## config.mk

```make
export PLATFORM = sky130hd
export DESIGN_NAME = weighted_counter
export DESIGN_NICKNAME = d
export VERILOG_FILES = /design/src/rtl/wpc_pkg.sv /design/src/rtl/wpc_fa.sv /design/src/rtl/wpc_rca.sv /design/src/rtl/wpc_col_count.sv /design/src/rtl/weighted_counter.sv
export SDC_FILE = /design/constraint.sdc
export NUM_CORES = 1
export LEC_CHECK = 0
export BUFFER_PORTS_ARGS = -buffer_cell sky130_fd_sc_hd__buf_2
export CAP_MARGIN = 20
export CORE_AREA = 2 2 39 41
export DETAILED_ROUTE_END_ITERATION = 10
export DIE_AREA = 0 0 41 43
export PLACE_DENSITY = 0.61
export SLEW_MARGIN = 20
export SYNTH_ARGS = -nofsm -noshare
export SYNTH_HDL_FRONTEND = slang
export SYNTH_SLANG_ARGS = --single-unit
```

## constraint.sdc

```tcl
create_clock -name vclk -period 3.5
set_input_delay 0.175 -clock vclk [all_inputs]
set_output_delay 0.175 -clock vclk [all_outputs]
set_load 0.05 [all_outputs]
```

## src/rtl/wpc_pkg.sv

```systemverilog
package wpc_pkg;

  typedef enum logic [1:0] {
    SHAPE_5_5  = 2'd0,
    SHAPE_6_4  = 2'd1,
    SHAPE_10   = 2'd2
  } shape_e;

  function automatic int w1_bits(shape_e s);
    case (s)
      SHAPE_6_4: return 6;
      SHAPE_10:  return 10;
      default:   return 5;
    endcase
  endfunction

  function automatic int w2_bits(shape_e s);
    case (s)
      SHAPE_6_4: return 4;
      SHAPE_10:  return 0;
      default:   return 5;
    endcase
  endfunction

  function automatic int max_weight(shape_e s);
    return w1_bits(s) + 2 * w2_bits(s);
  endfunction

endpackage

```

## src/rtl/wpc_fa.sv

```systemverilog
module wpc_fa (
  input  logic a,
  input  logic b,
  input  logic ci,
  output logic s,
  output logic co
);
  assign s  = a ^ b ^ ci;
  assign co = (a & b) | (a & ci) | (b & ci);
endmodule

```

## src/rtl/wpc_rca.sv

```systemverilog
// Ripple adder; the top slice keeps only its sum because the
// compression rule guarantees no carry leaves the word.
module wpc_rca #(
  parameter int W = 4
) (
  input  logic [W-1:0] a,
  input  logic [W-1:0] b,
  input  logic         ci,
  output logic [W-1:0] s
);
  logic [W-1:0] c;
  assign c[0] = ci;

  for (genvar i = 0; i < W; i++) begin : g_slice
    if (i < W - 1) begin : g_full
      wpc_fa u_fa (.a(a[i]), .b(b[i]), .ci(c[i]), .s(s[i]), .co(c[i+1]));
    end else begin : g_top
      assign s[i] = a[i] ^ b[i] ^ c[i];
    end
  end
endmodule

```

## src/rtl/wpc_col_count.sv

```systemverilog
// Counts the ones of one column by feeding each bit as the carry-in
// of a chained adder stage.
module wpc_col_count #(
  parameter int N  = 5,
  parameter int CW = 4
) (
  input  logic [N-1:0]  bits,
  output logic [CW-1:0] count
);
  logic [CW-1:0] acc [0:N];
  assign acc[0] = '0;

  for (genvar k = 0; k < N; k++) begin : g_stage
    wpc_rca #(.W(CW)) u_inc (
      .a  (acc[k]),
      .b  ({CW{1'b0}}),
      .ci (bits[k]),
      .s  (acc[k+1])
    );
  end

  assign count = acc[N];
endmodule

```

## src/rtl/weighted_counter.sv

```systemverilog
module weighted_counter #(
  parameter wpc_pkg::shape_e SHAPE = wpc_pkg::SHAPE_5_5,
  parameter int OUT_W = 4,
  localparam int N_W1  = wpc_pkg::w1_bits(SHAPE),
  localparam int N_W2  = wpc_pkg::w2_bits(SHAPE),
  localparam int N_W2P = (N_W2 > 0) ? N_W2 : 1
) (
  input  logic [N_W1-1:0]  in_w1,
  input  logic [N_W2P-1:0] in_w2,
  output logic [OUT_W-1:0] cnt
);
  localparam int MAXW = wpc_pkg::max_weight(SHAPE);
  localparam int HI_W = OUT_W - 1;

  if (MAXW > (2 ** OUT_W) - 1) begin : g_bad_shape
    $error("weighted_counter: shape total %0d exceeds output range", MAXW);
  end

  logic [OUT_W-1:0] lo_cnt;
  logic [HI_W-1:0]  hi_cnt;

  wpc_col_count #(.N(N_W1), .CW(OUT_W)) u_lo (
    .bits  (in_w1),
    .count (lo_cnt)
  );

  if (N_W2 > 0) begin : g_hi
    wpc_col_count #(.N(N_W2), .CW(HI_W)) u_hi (
      .bits  (in_w2),
      .count (hi_cnt)
    );
  end else begin : g_no_hi
    logic spare_unused;
    assign spare_unused = ^in_w2;
    assign hi_cnt = '0;
  end

  wpc_rca #(.W(OUT_W)) u_merge (
    .a  (lo_cnt),
    .b  ({hi_cnt, 1'b0}),
    .ci (1'b0),
    .s  (cnt)
  );
endmodule

```

# Yosys cells after proc, flatten, opt, wreduce, memory -nomap -nowiden
# Cells that the tools add are included.
[totals]
register_bits = 0
out_inout_bits = 4
[op_classes]
bitwise = 46
[op_table]
columns = ["op", "count"]
rows = [
  ["XOR 1 bit", 24],
  ["bitwise AND 1 bit", 20],
  ["OR 1 bit", 2],
]

# Depth between registers and ports, before layout
# Gate-level depths: netlist of the first run.
[logic_depth]
word_depth = 10
mapped_depth = 14
mapped_depth_nobuf = 14

# Modules after synthesis
# From an unflattened synthesis of the first run, not the netlist that was laid out.
[hier_totals]
cells_unflattened = 42
area_unflattened_um2 = 833.3
[modules_own_cells]
columns = ["module", "cells_per_inst", "area_each_um2", "n_inst"]
rows = [
  ["wpc_fa", 1, 20.0, 28],
  ["wpc_rca", 1, 23.8, 11],
  ["wpc_col_count", 1, 3.8, 2],
  ["weighted_counter", 1, 3.8, 1],
]

# Least setup slack after synthesis of the first run
# OpenSTA, ideal clock, no wires.
[synth_timing]
path_kind = "input -> output"
start = "input in_w1[0]"
end = "output cnt[3]"
arrival_time_ns = 3.542
stages = 14
slack_ns = -0.217
t_required_ns = 3.325
path_cell_list = "inv_1 -> fa_1 -> inv_1 -> ha_1 -> inv_1 -> fa_1 -> inv_1 -> ha_1 -> inv_1 -> fa_1 -> inv_1 -> fa_1 -> xnor2_1 -> xnor2_1"
[synth_via]
elab_chain_len = 10
[synth_rtl]
columns = ["item", "line_no", "source"]
rows = [
  ["from (decl)", "weighted_counter.sv:8", "input logic [N_W1-1:0] in_w1,"],
  ["XOR 1 bit", "wpc_fa.sv:8", "assign s = a ^ b ^ ci;"],
  ["bitwise AND 1 bit or XOR 1 bit (tied branches)", "wpc_fa.sv:9, wpc_fa.sv:8", ""],
  ["XOR 1 bit or bitwise AND 1 bit (tied branches)", "wpc_fa.sv:8, wpc_fa.sv:9", ""],
  ["bitwise AND 1 bit or XOR 1 bit (tied branches)", "wpc_fa.sv:9, wpc_fa.sv:8", ""],
  ["XOR 1 bit or bitwise AND 1 bit (tied branches) (2 in series)", "wpc_fa.sv:8, wpc_fa.sv:9", ""],
  ["bitwise AND 1 bit", "wpc_fa.sv:9", "assign co = (a & b) | (a & ci) | (b & ci);"],
  ["OR 1 bit (2 in series)", "wpc_fa.sv:9", ""],
  ["XOR 1 bit *", "wpc_rca.sv:18", "assign s[i] = a[i] ^ b[i] ^ c[i];"],
  ["to (decl)", "weighted_counter.sv:10", "output logic [OUT_W-1:0] cnt"],
]
# Mark *: on every way between the ends. The rest lies on a longest branch, timed or not.

# Worst setup path after layout of the first run
# Ends and elaborated chain as after synthesis.

==> reports/qor.yml, run 1 <==
pre_cts_slack_ps: -97.9
initialDrtViolationCount: 0
yosysUniqueCellTypes: 5
slew_viol_final: 0
antenna_cells: 0
io_buffer_count: 14
grt_max_degree: 3
synth_fp_nets: 67
powerDensity_nw_per_um2: 464
wl_per_cell_microns: 6.99
dpl-instance-area_sq_um: 478
netlist_instances: 38
setup_viol: 0
min_period_ps: 3300
die_w_microns: 41
syn_to_final_growth_pct: 29.9
final_cells: 68
startpoint: "in_w1[0]"
cp_data_arrival_time_ps: 3120
avgViaCountPerCell: 3.91
cap_viol_max_count: 0
floorplan.initialDensity: 0.275
synth_top_area_share: 0.428
synth_commonest_cells: "ha_1, inv_1, fa_1, buf_4, xnor2_1"
ir_drop_v: 0.000126
cp_max_fo: 2
drt-total-wl_microns: 475
holdCritPathClass: "input port to output pin"
endpoint_kind: "output pin"
grt_pass1_vias: 270
finalInstanceArea_sq_um: 494
io_pins: 14
syn_area_sq_um: 380
antenna_found_initial: 0
worstHoldStart: "in_w1[4]"
rsz0062_at_grt: "no"
synth_top_area_cell: "ha_1"
status: "finished clean"
gp_congestion: 0.673
dp_cells: 68
core_area_sq_um: 1380
num_vias: 266
synth.area.top_cells: "ha_1, fa_1, inv_1"
timing.fmax_ghz: 0.303
fin_crit_sh: 0.942
p_leak_nw: 0.285
ys_warn_count: 0
finalHoldViolations: 0
worst_slew_pin_slew_ps: 281
die_area_sq_um: 1760
yosysSeqAreaShare: 0
overflow: 0
tns_ps: 0
synth_area_per_cell_sq_um: 10.0
cp-start-kind: "input port"
drive_gt1_frac: 0.385
drt-pass1-iter-count: 1
ctsHoldBuffers: 0
finalWorstSetupSlack_ps: 202
finalNetCount: 83
dieHeight_microns: 43
crit_type: "input port to output pin"
track_usage: 0.0706
dp_hpwl_microns: 499
ant_nets: 0
fp-row-count: 14
maxSlewHeadroom: 0.811
grt_first_pass_wirelength_microns: 931
nClkBuffers: 0
regArea_sq_um: 0
drc: 0
seq_cell_count: 0
worstPathRequired_ps: 3320
==> final timing paths <==
| kind | endpoint | slack (ps) | depth (start not counted) |
|---|---|---|---|
| max | cnt[3] | 200 | 16 |
| min | cnt[0] | 790 | 3 |
==> worst max-delay path, stage by stage <==
cell and delay [ps]:
buf_2 90, inv_1 50, fa_1 530, inv_1 40, ha_1 180, inv_1 70
fa_1 400, inv_1 70, ha_1 130, inv_1 50, fa_1 470, inv_1 50
fa_2 350, xnor2_2 170, xnor2_2 130, buf_6 170
==> repair_timing <==
| action | in CTS | in global routing |
|---|---|---|
| endpoints found under the hold margin | 0 | 0 |
| endpoints found under the setup margin | 1 | 1 |
| pin swaps | 0 | 2 |
| gates resized for setup | 3 | 1 |
| buffers inserted | 0 | 0 |
==> cell type report <==
class / count / area [sq um]
fill: 139 / 890
inverter: 13 / 48.8
multi-input combinational: 22 / 327
tap: 16 / 20.0
timing repair buffer: 17 / 98.8
==> report_power, final <==
part,switching [W],internal (W)
logic,0.000152,0.0000773
registers,0,0
clock network,0,0
total,0.000152,0.0000773
==> cell usage in the layout (no fill, tap or decap) <==
cell / netlist / layout
buf_2: 0 / 13
xnor2_1: 3 / 1
ha_1: 13 / 13
buf_6: 0 / 1
buf_4: 3 / 3
inv_1: 13 / 13
xnor2_2: 0 / 2
fa_1: 6 / 5
fa_2: 0 / 1
==> metal layers <==
layer	global-route usage	wire (microns)
met5	0	0
met4	0	0
met3	0	22
met2	0.131	271
met1	0.0915	181
==> kinds of logic after synthesis <==
family,after synthesis,synth area share
xor+xnor,3,0.0691
fa+ha+maj,19,0.743
buf+inv,16,0.188
==> stage by stage <==
stage / total power, W / hold WS, ps / utilization
after floorplan: 0.000197 / 636 / -
after global placement: 0.000211 / 785 / 0.345
after detailed placement: 0.000216 / 793 / 0.345
after CTS: 0.000233 / 795 / 0.355
after global routing: 0.000253 / 819 / 0.357
final: 0.000229 / 791 / 0.357
(Power assumes the default switching activity.)
==> run 2, diff against run 1 <==
--- a/config.mk
+++ b/config.mk
@@ -7,11 +7,12 @@
 export LEC_CHECK = 0
 export BUFFER_PORTS_ARGS = -buffer_cell sky130_fd_sc_hd__buf_2
 export CAP_MARGIN = 20
-export CORE_AREA = 2 2 39 41
+export CORE_MARGIN = 2
+export CORE_UTILIZATION = 45
 export DETAILED_ROUTE_END_ITERATION = 10
-export DIE_AREA = 0 0 41 43
-export PLACE_DENSITY = 0.61
+export PLACE_DENSITY = 0.76
 export SLEW_MARGIN = 20
 export SYNTH_ARGS = -nofsm -noshare
 export SYNTH_HDL_FRONTEND = slang
+export SYNTH_HIERARCHICAL = 1
 export SYNTH_SLANG_ARGS = --single-unit
==> constraint.sdc (replaced) <==
create_clock -name vclk -period 3.5
set_input_delay 0.175 -clock vclk [all_inputs]
set_output_delay 0.175 -clock vclk [all_outputs]
set_load 0.02 [all_outputs]
==> run 2 against run 1 <==
The run now ends with setup timing left. Worst setup slack worse by 1100 ps. Non-clock buffer count is 3 lower. Die area is 25% higher.
==> reports/qor.yml, run 2 <==
status: "finished, violations left"  # was finished clean
violations: "setup timing"
track_usage: 0.118  # was 0.0706
finalHoldViolations: 0  # unchanged
num-fill-cells: 148  # was 139
cp-start-kind: "input port"  # unchanged
dpl-instance-area_sq_um: 1100  # was 478 sq um
netlist_instances: 42  # was 38
synth_area_per_cell_sq_um: 19.8  # was 10.0 sq um
regArea_sq_um: 0  # unchanged
synth_top_area_cell: "fa_1"  # was ha_1
ctsHoldBuffers: 0  # unchanged
wl_per_cell_microns: 8.20  # was 6.99 microns
die_area_sq_um: 2210  # was 1760 sq um
initialDrtViolationCount: 3  # was 0
antenna_cells: 0  # unchanged
antenna_found_initial: 0  # unchanged
avgViaCountPerCell: 3.50  # was 3.91
fp-row-count: 15  # was 14
rsz0062_at_grt: "yes"  # was no
cts_setup_buffers: 0  # unchanged
setup_viol: 3  # was 0
synth.most_common_cell: "fa_1"
floorplan.initialDensity: 0.483  # was 0.275
grt_first_pass_wirelength_mm: 1.78  # was 931 microns
cp_max_fo: 1  # was 2
worstPathRequired_ps: 3320  # about the same
dp_hpwl_microns: 998  # was 499 microns
gp_congestion: 0.705  # was 0.673
final_cell_mix: "conb_1, fa_1, xor3_1"  # was inv_1, ha_1, buf_2
synth_commonest_cells: "fa_1, xor3_1, conb_1"  # was ha_1, inv_1, fa_1, buf_4, xnor2_1
seq_cell_count: 0  # unchanged
hold_ws_ps: 950  # was 791 ps
dieHeight_microns: 47.0  # was 43 microns
holdCritPathClass: "input port to output pin"  # unchanged
finalWorstSetupSlack_ps: -902  # was 202 ps
syn_to_final_growth_pct: 36.9  # was 29.9%
ys_warn_count: 6  # was 0
overflow: 0  # unchanged
synth_top_area_share: 0.673  # was 0.428
syn_area_sq_um: 833  # was 380 sq um
finalInstanceArea_sq_um: 1140  # was 494 sq um
drc: 0  # unchanged
ant_nets: 0  # unchanged
synth.area.top_cells: "fa_1, xor3_1, conb_1"  # was ha_1, fa_1, inv_1
timing.fmax_ghz: 0.227  # was 0.303 GHz
drt-pass1-iter-count: 4  # was 1
crit_type: "input port to output pin"  # unchanged
min_period_ps: 4400  # was 3300 ps
grt_max_degree: 2  # was 3
io_pins: 14  # unchanged
cp_data_arrival_time_ps: 4230  # was 3120 ps
nClkBuffers: 0  # unchanged
cap_viol_max_count: 0  # unchanged
io_buffer_count: 14  # unchanged
endpoint_kind: "output pin"  # unchanged
drive_gt1_frac: 0.237  # was 0.385
finalNetCount: 137  # was 83
num_vias: 427  # was 266
yosysSeqAreaShare: 0  # unchanged
drt-total-wl_mm: 1.00  # was 475 microns
grt_pass1_vias: 472  # was 270
core_area_sq_um: 1730  # was 1380 sq um
final_common_cell: "conb_1"
yosysUniqueCellTypes: 3  # was 5
die_w_microns: 47.0  # was 41 microns
fin_crit_sh: 1.26  # was 0.942
slew_viol_final: 0  # unchanged
-- run 2: changes by cell type in the layout (fill, tap and decap cells not counted), sizes merged --
cell and change:
buf -3, conb +44, fa +22, ha -13, inv -13, xnor2 -3
xor3 +11
-- run 2: routing by layer --
layer / wire length (microns) / track usage
met1: 312 / 0.131
met2: 664 / 0.260
met3: 23 / 0
met4: 0 / 0
met5: 0 / 0
-- run 2: through the flow --
step	worst slack [ps]	utilization	TNS [ps]	std cells
finish	-902	0.661	-2150	122
global route	-1010	0.661	-2430	122
CTS	-1020	0.657	-2520	122
detailed placement	-1160	0.638	-2640	122
global placement	-1070	0.638	-2370	122
floorplan	-640	-	-1130	83
-- run 2: logic make-up after synthesis --
group	count (synthesis)	share of synthesized area
adder cells (fa/ha/maj)	28	0.673
other	3	0.0135
XOR/XNOR	11	0.314
-- run 2: repair_timing --
item | CTS | global route
pin swaps | 10 | 8
resized for setup | 10 | 2
setup endpoints to repair | 3 | 4
-- run 2: path summary, 6_finish.rpt --
check	startpoint	end	slack (ps)	cells past startpoint
worst max-delay path	in_w1[0]	cnt[3]	-900	11
worst min-delay path	in_w1[4]	cnt[0]	950	4
-- run 2: worst max-delay path: stages --
cell	delay, ps
buf_6	90
fa_1	460
fa_2	360
fa_1	490
fa_2	480
fa_2	590
fa_2	440
fa_2	360
fa_2	400
xor3_2	230
buf_6	140
-- run 2: cell type report --
class	count	area, sq um	share of cell area
timing repair buffer	14	101	0.0888
multi-input combinational	83	1010	0.884
tap	25	31.3	0.0274
Power of run 2 is left out: the tool's default activity adds up to more than one toggle a clock period on the data nets, which glitch-free logic cannot reach.
==> run 3, diff against run 2 <==
--- a/config.mk
+++ b/config.mk
@@ -10,7 +10,7 @@
 export CORE_MARGIN = 2
 export CORE_UTILIZATION = 45
 export DETAILED_ROUTE_END_ITERATION = 10
-export PLACE_DENSITY = 0.76
+export PLACE_DENSITY = 0.79
 export SLEW_MARGIN = 20
 export SYNTH_ARGS = -nofsm -noshare
 export SYNTH_HDL_FRONTEND = slang
==> constraint.sdc (replaced) <==
create_clock -name vclk -period 3.6
set_input_delay 0.18 -clock vclk [all_inputs]
set_output_delay 0.18 -clock vclk [all_outputs]
set_load 0.02 [all_outputs]
==> run 3 against run 2 <==
The flow still finishes with violations (setup timing). Global-route usage is 0.18 points higher. Cell area is 0.33% lower. Routed wire length is 1.2% higher. Via count rose by 3.5%. Final cell count did not move. Worst setup slack better by 84 ps. Sequential share of layout area did not move. First-iteration DRC count grew to 3.0 times the previous value. Critical path type unchanged.
==> reports/qor.yml, run 3 (synthesized netlist as in run 2, its figures left out) <==
met2_usage: 0.252  # was 0.260
seq_cell_count: 0  # unchanged
nClkBuffers: 0  # unchanged
worstHoldStart: "in_w2[4]"  # was in_w1[4]
finalInstanceArea_sq_um: 1140  # about the same
die_area_sq_um: 2210  # unchanged
ctsHoldBuffers: 0  # unchanged
avgViaCountPerCell: 3.62  # was 3.50
grt_max_degree: 2  # unchanged
num_vias: 442  # was 427
rsz0062_at_grt: "yes"  # unchanged
final_common_cell: "conb_1"  # unchanged
endpoint_kind: "output pin"  # unchanged
num-fill-cells: 140  # was 148
die_w_microns: 47.0  # unchanged
drive_gt1_frac: 0.237  # unchanged
min_period_ps: 4420
met3_usage: 0.00385  # was 0
cp_data_arrival_time_ps: 4240  # was 4230 ps
multi_input_area_sq_um: 1010  # unchanged
fp-row-count: 15  # unchanged
timing.fmax_ghz: 0.226
gr-usage-met1: 0.134  # was 0.131
violations: "setup timing"  # unchanged
hold_ws_ps: 969  # was 950 ps
gp_congestion: 0.688  # was 0.705
antenna_cells: 0  # unchanged
grt_pass1_vias: 478  # was 472
crit_type: "input port to output pin"  # unchanged
path_cells: "buf_6 -> fa_1 -> fa_2 -> fa_1 -> fa_2 -> fa_2 -> fa_2 -> fa_2 -> fa_2 -> xor3_2 -> buf_6"  # unchanged
ant_nets: 0  # unchanged
crit_family: "adder cells"  # unchanged
slew_viol_final: 0  # unchanged
setup_viol: 3  # unchanged
status: "finished, violations left"  # unchanged
critPathBufInv: 2  # unchanged
cp-start-kind: "input port"  # unchanged
syn_to_final_growth_pct: 36.5  # was 36.9%
fin_crit_sh: 1.23
dieHeight_microns: 47.0  # unchanged
track_usage: 0.120  # was 0.118
final_cell_mix: "conb_1, fa_1, xor3_1"  # unchanged
whs_endpoint: "cnt[1]"  # was cnt[0]
grt.busiest_layer: "met2"  # unchanged
cp_slowest_cell: "fa_2"  # unchanged
finalWorstSetupSlack_ps: -818  # was -902 ps
worstPathRequired_ps: 3420  # was 3320 ps
cpPeakStageDelay_ps: 600  # was 590 ps
finalNetCount: 137  # unchanged
regArea_sq_um: 0  # unchanged
core_area_sq_um: 1730  # unchanged
initialDrtViolationCount: 9  # was 3
floorplan.initialDensity: 0.483  # unchanged
dpl-instance-area_sq_um: 1100  # unchanged
cap_viol_max_count: 0  # unchanged
cpMostUsedCell: "fa_2"  # unchanged
finalHoldViolations: 0  # unchanged
antenna_found_initial: 0  # unchanged
grt_first_pass_wirelength_mm: 1.80  # was 1.78 mm
holdCritPathClass: "input port to output pin"  # unchanged
cp_max_fo: 1  # unchanged
drc: 0  # unchanged
io_buffer_count: 14  # unchanged
drt-total-wl_mm: 1.01  # was 1.00 mm
wl_per_cell_microns: 8.30  # was 8.20 microns
drt-pass1-iter-count: 4  # unchanged
io_pins: 14  # unchanged
min_path_cells: 4  # unchanged
overflow: 0  # unchanged
-- run 3: metrics by stage --
step	std cells	worst slack [ps]	utilization	TNS, ps
after global placement	122	-980	0.638	-2100
after detailed placement	122	-1090	0.638	-2410
final	122	-818	0.659	-1910
after floorplan	83	-550	-	-903
after CTS	122	-958	0.657	-2260
after global routing	122	-917	0.659	-2160
-- run 3: final cells by class --
| class | instances | area share |
|---|---|---|
| multi-input cells | 83 | 0.887 |
| repair buffers | 14 | 0.0858 |
| well taps | 25 | 0.0275 |
-- run 3: worst max-delay path by stage --
| stage | start | to | slack, ps | depth (start not counted) |
|---|---|---|---|---|
| floorplan | in_w1[0] | cnt[3] | -550 | 9 |
| global placement | in_w1[0] | cnt[3] | -980 | 11 |
| detailed placement | in_w1[0] | cnt[3] | -1090 | 11 |
| CTS | in_w1[0] | cnt[3] | -960 | 11 |
| global route | in_w1[0] | cnt[3] | -920 | 11 |
| finish | in_w1[0] | cnt[3] | -820 | 11 |
-- run 3: repair_timing --
item,4_1_cts,5_1_grt
cloned,0,0
gates resized for setup,10,1
hold endpoints to repair,0,0
pin swaps,9,8
buffers inserted,0,0
setup endpoints to repair,3,4
-- run 3: metal layers --
metal  up-vias  wire length (microns)
li1        200                      -
met1       228                    335
met2        12                    619
met3         2                     40
met4         0                     17
met5         -                      0
Power of run 3 is left out for the same reason.
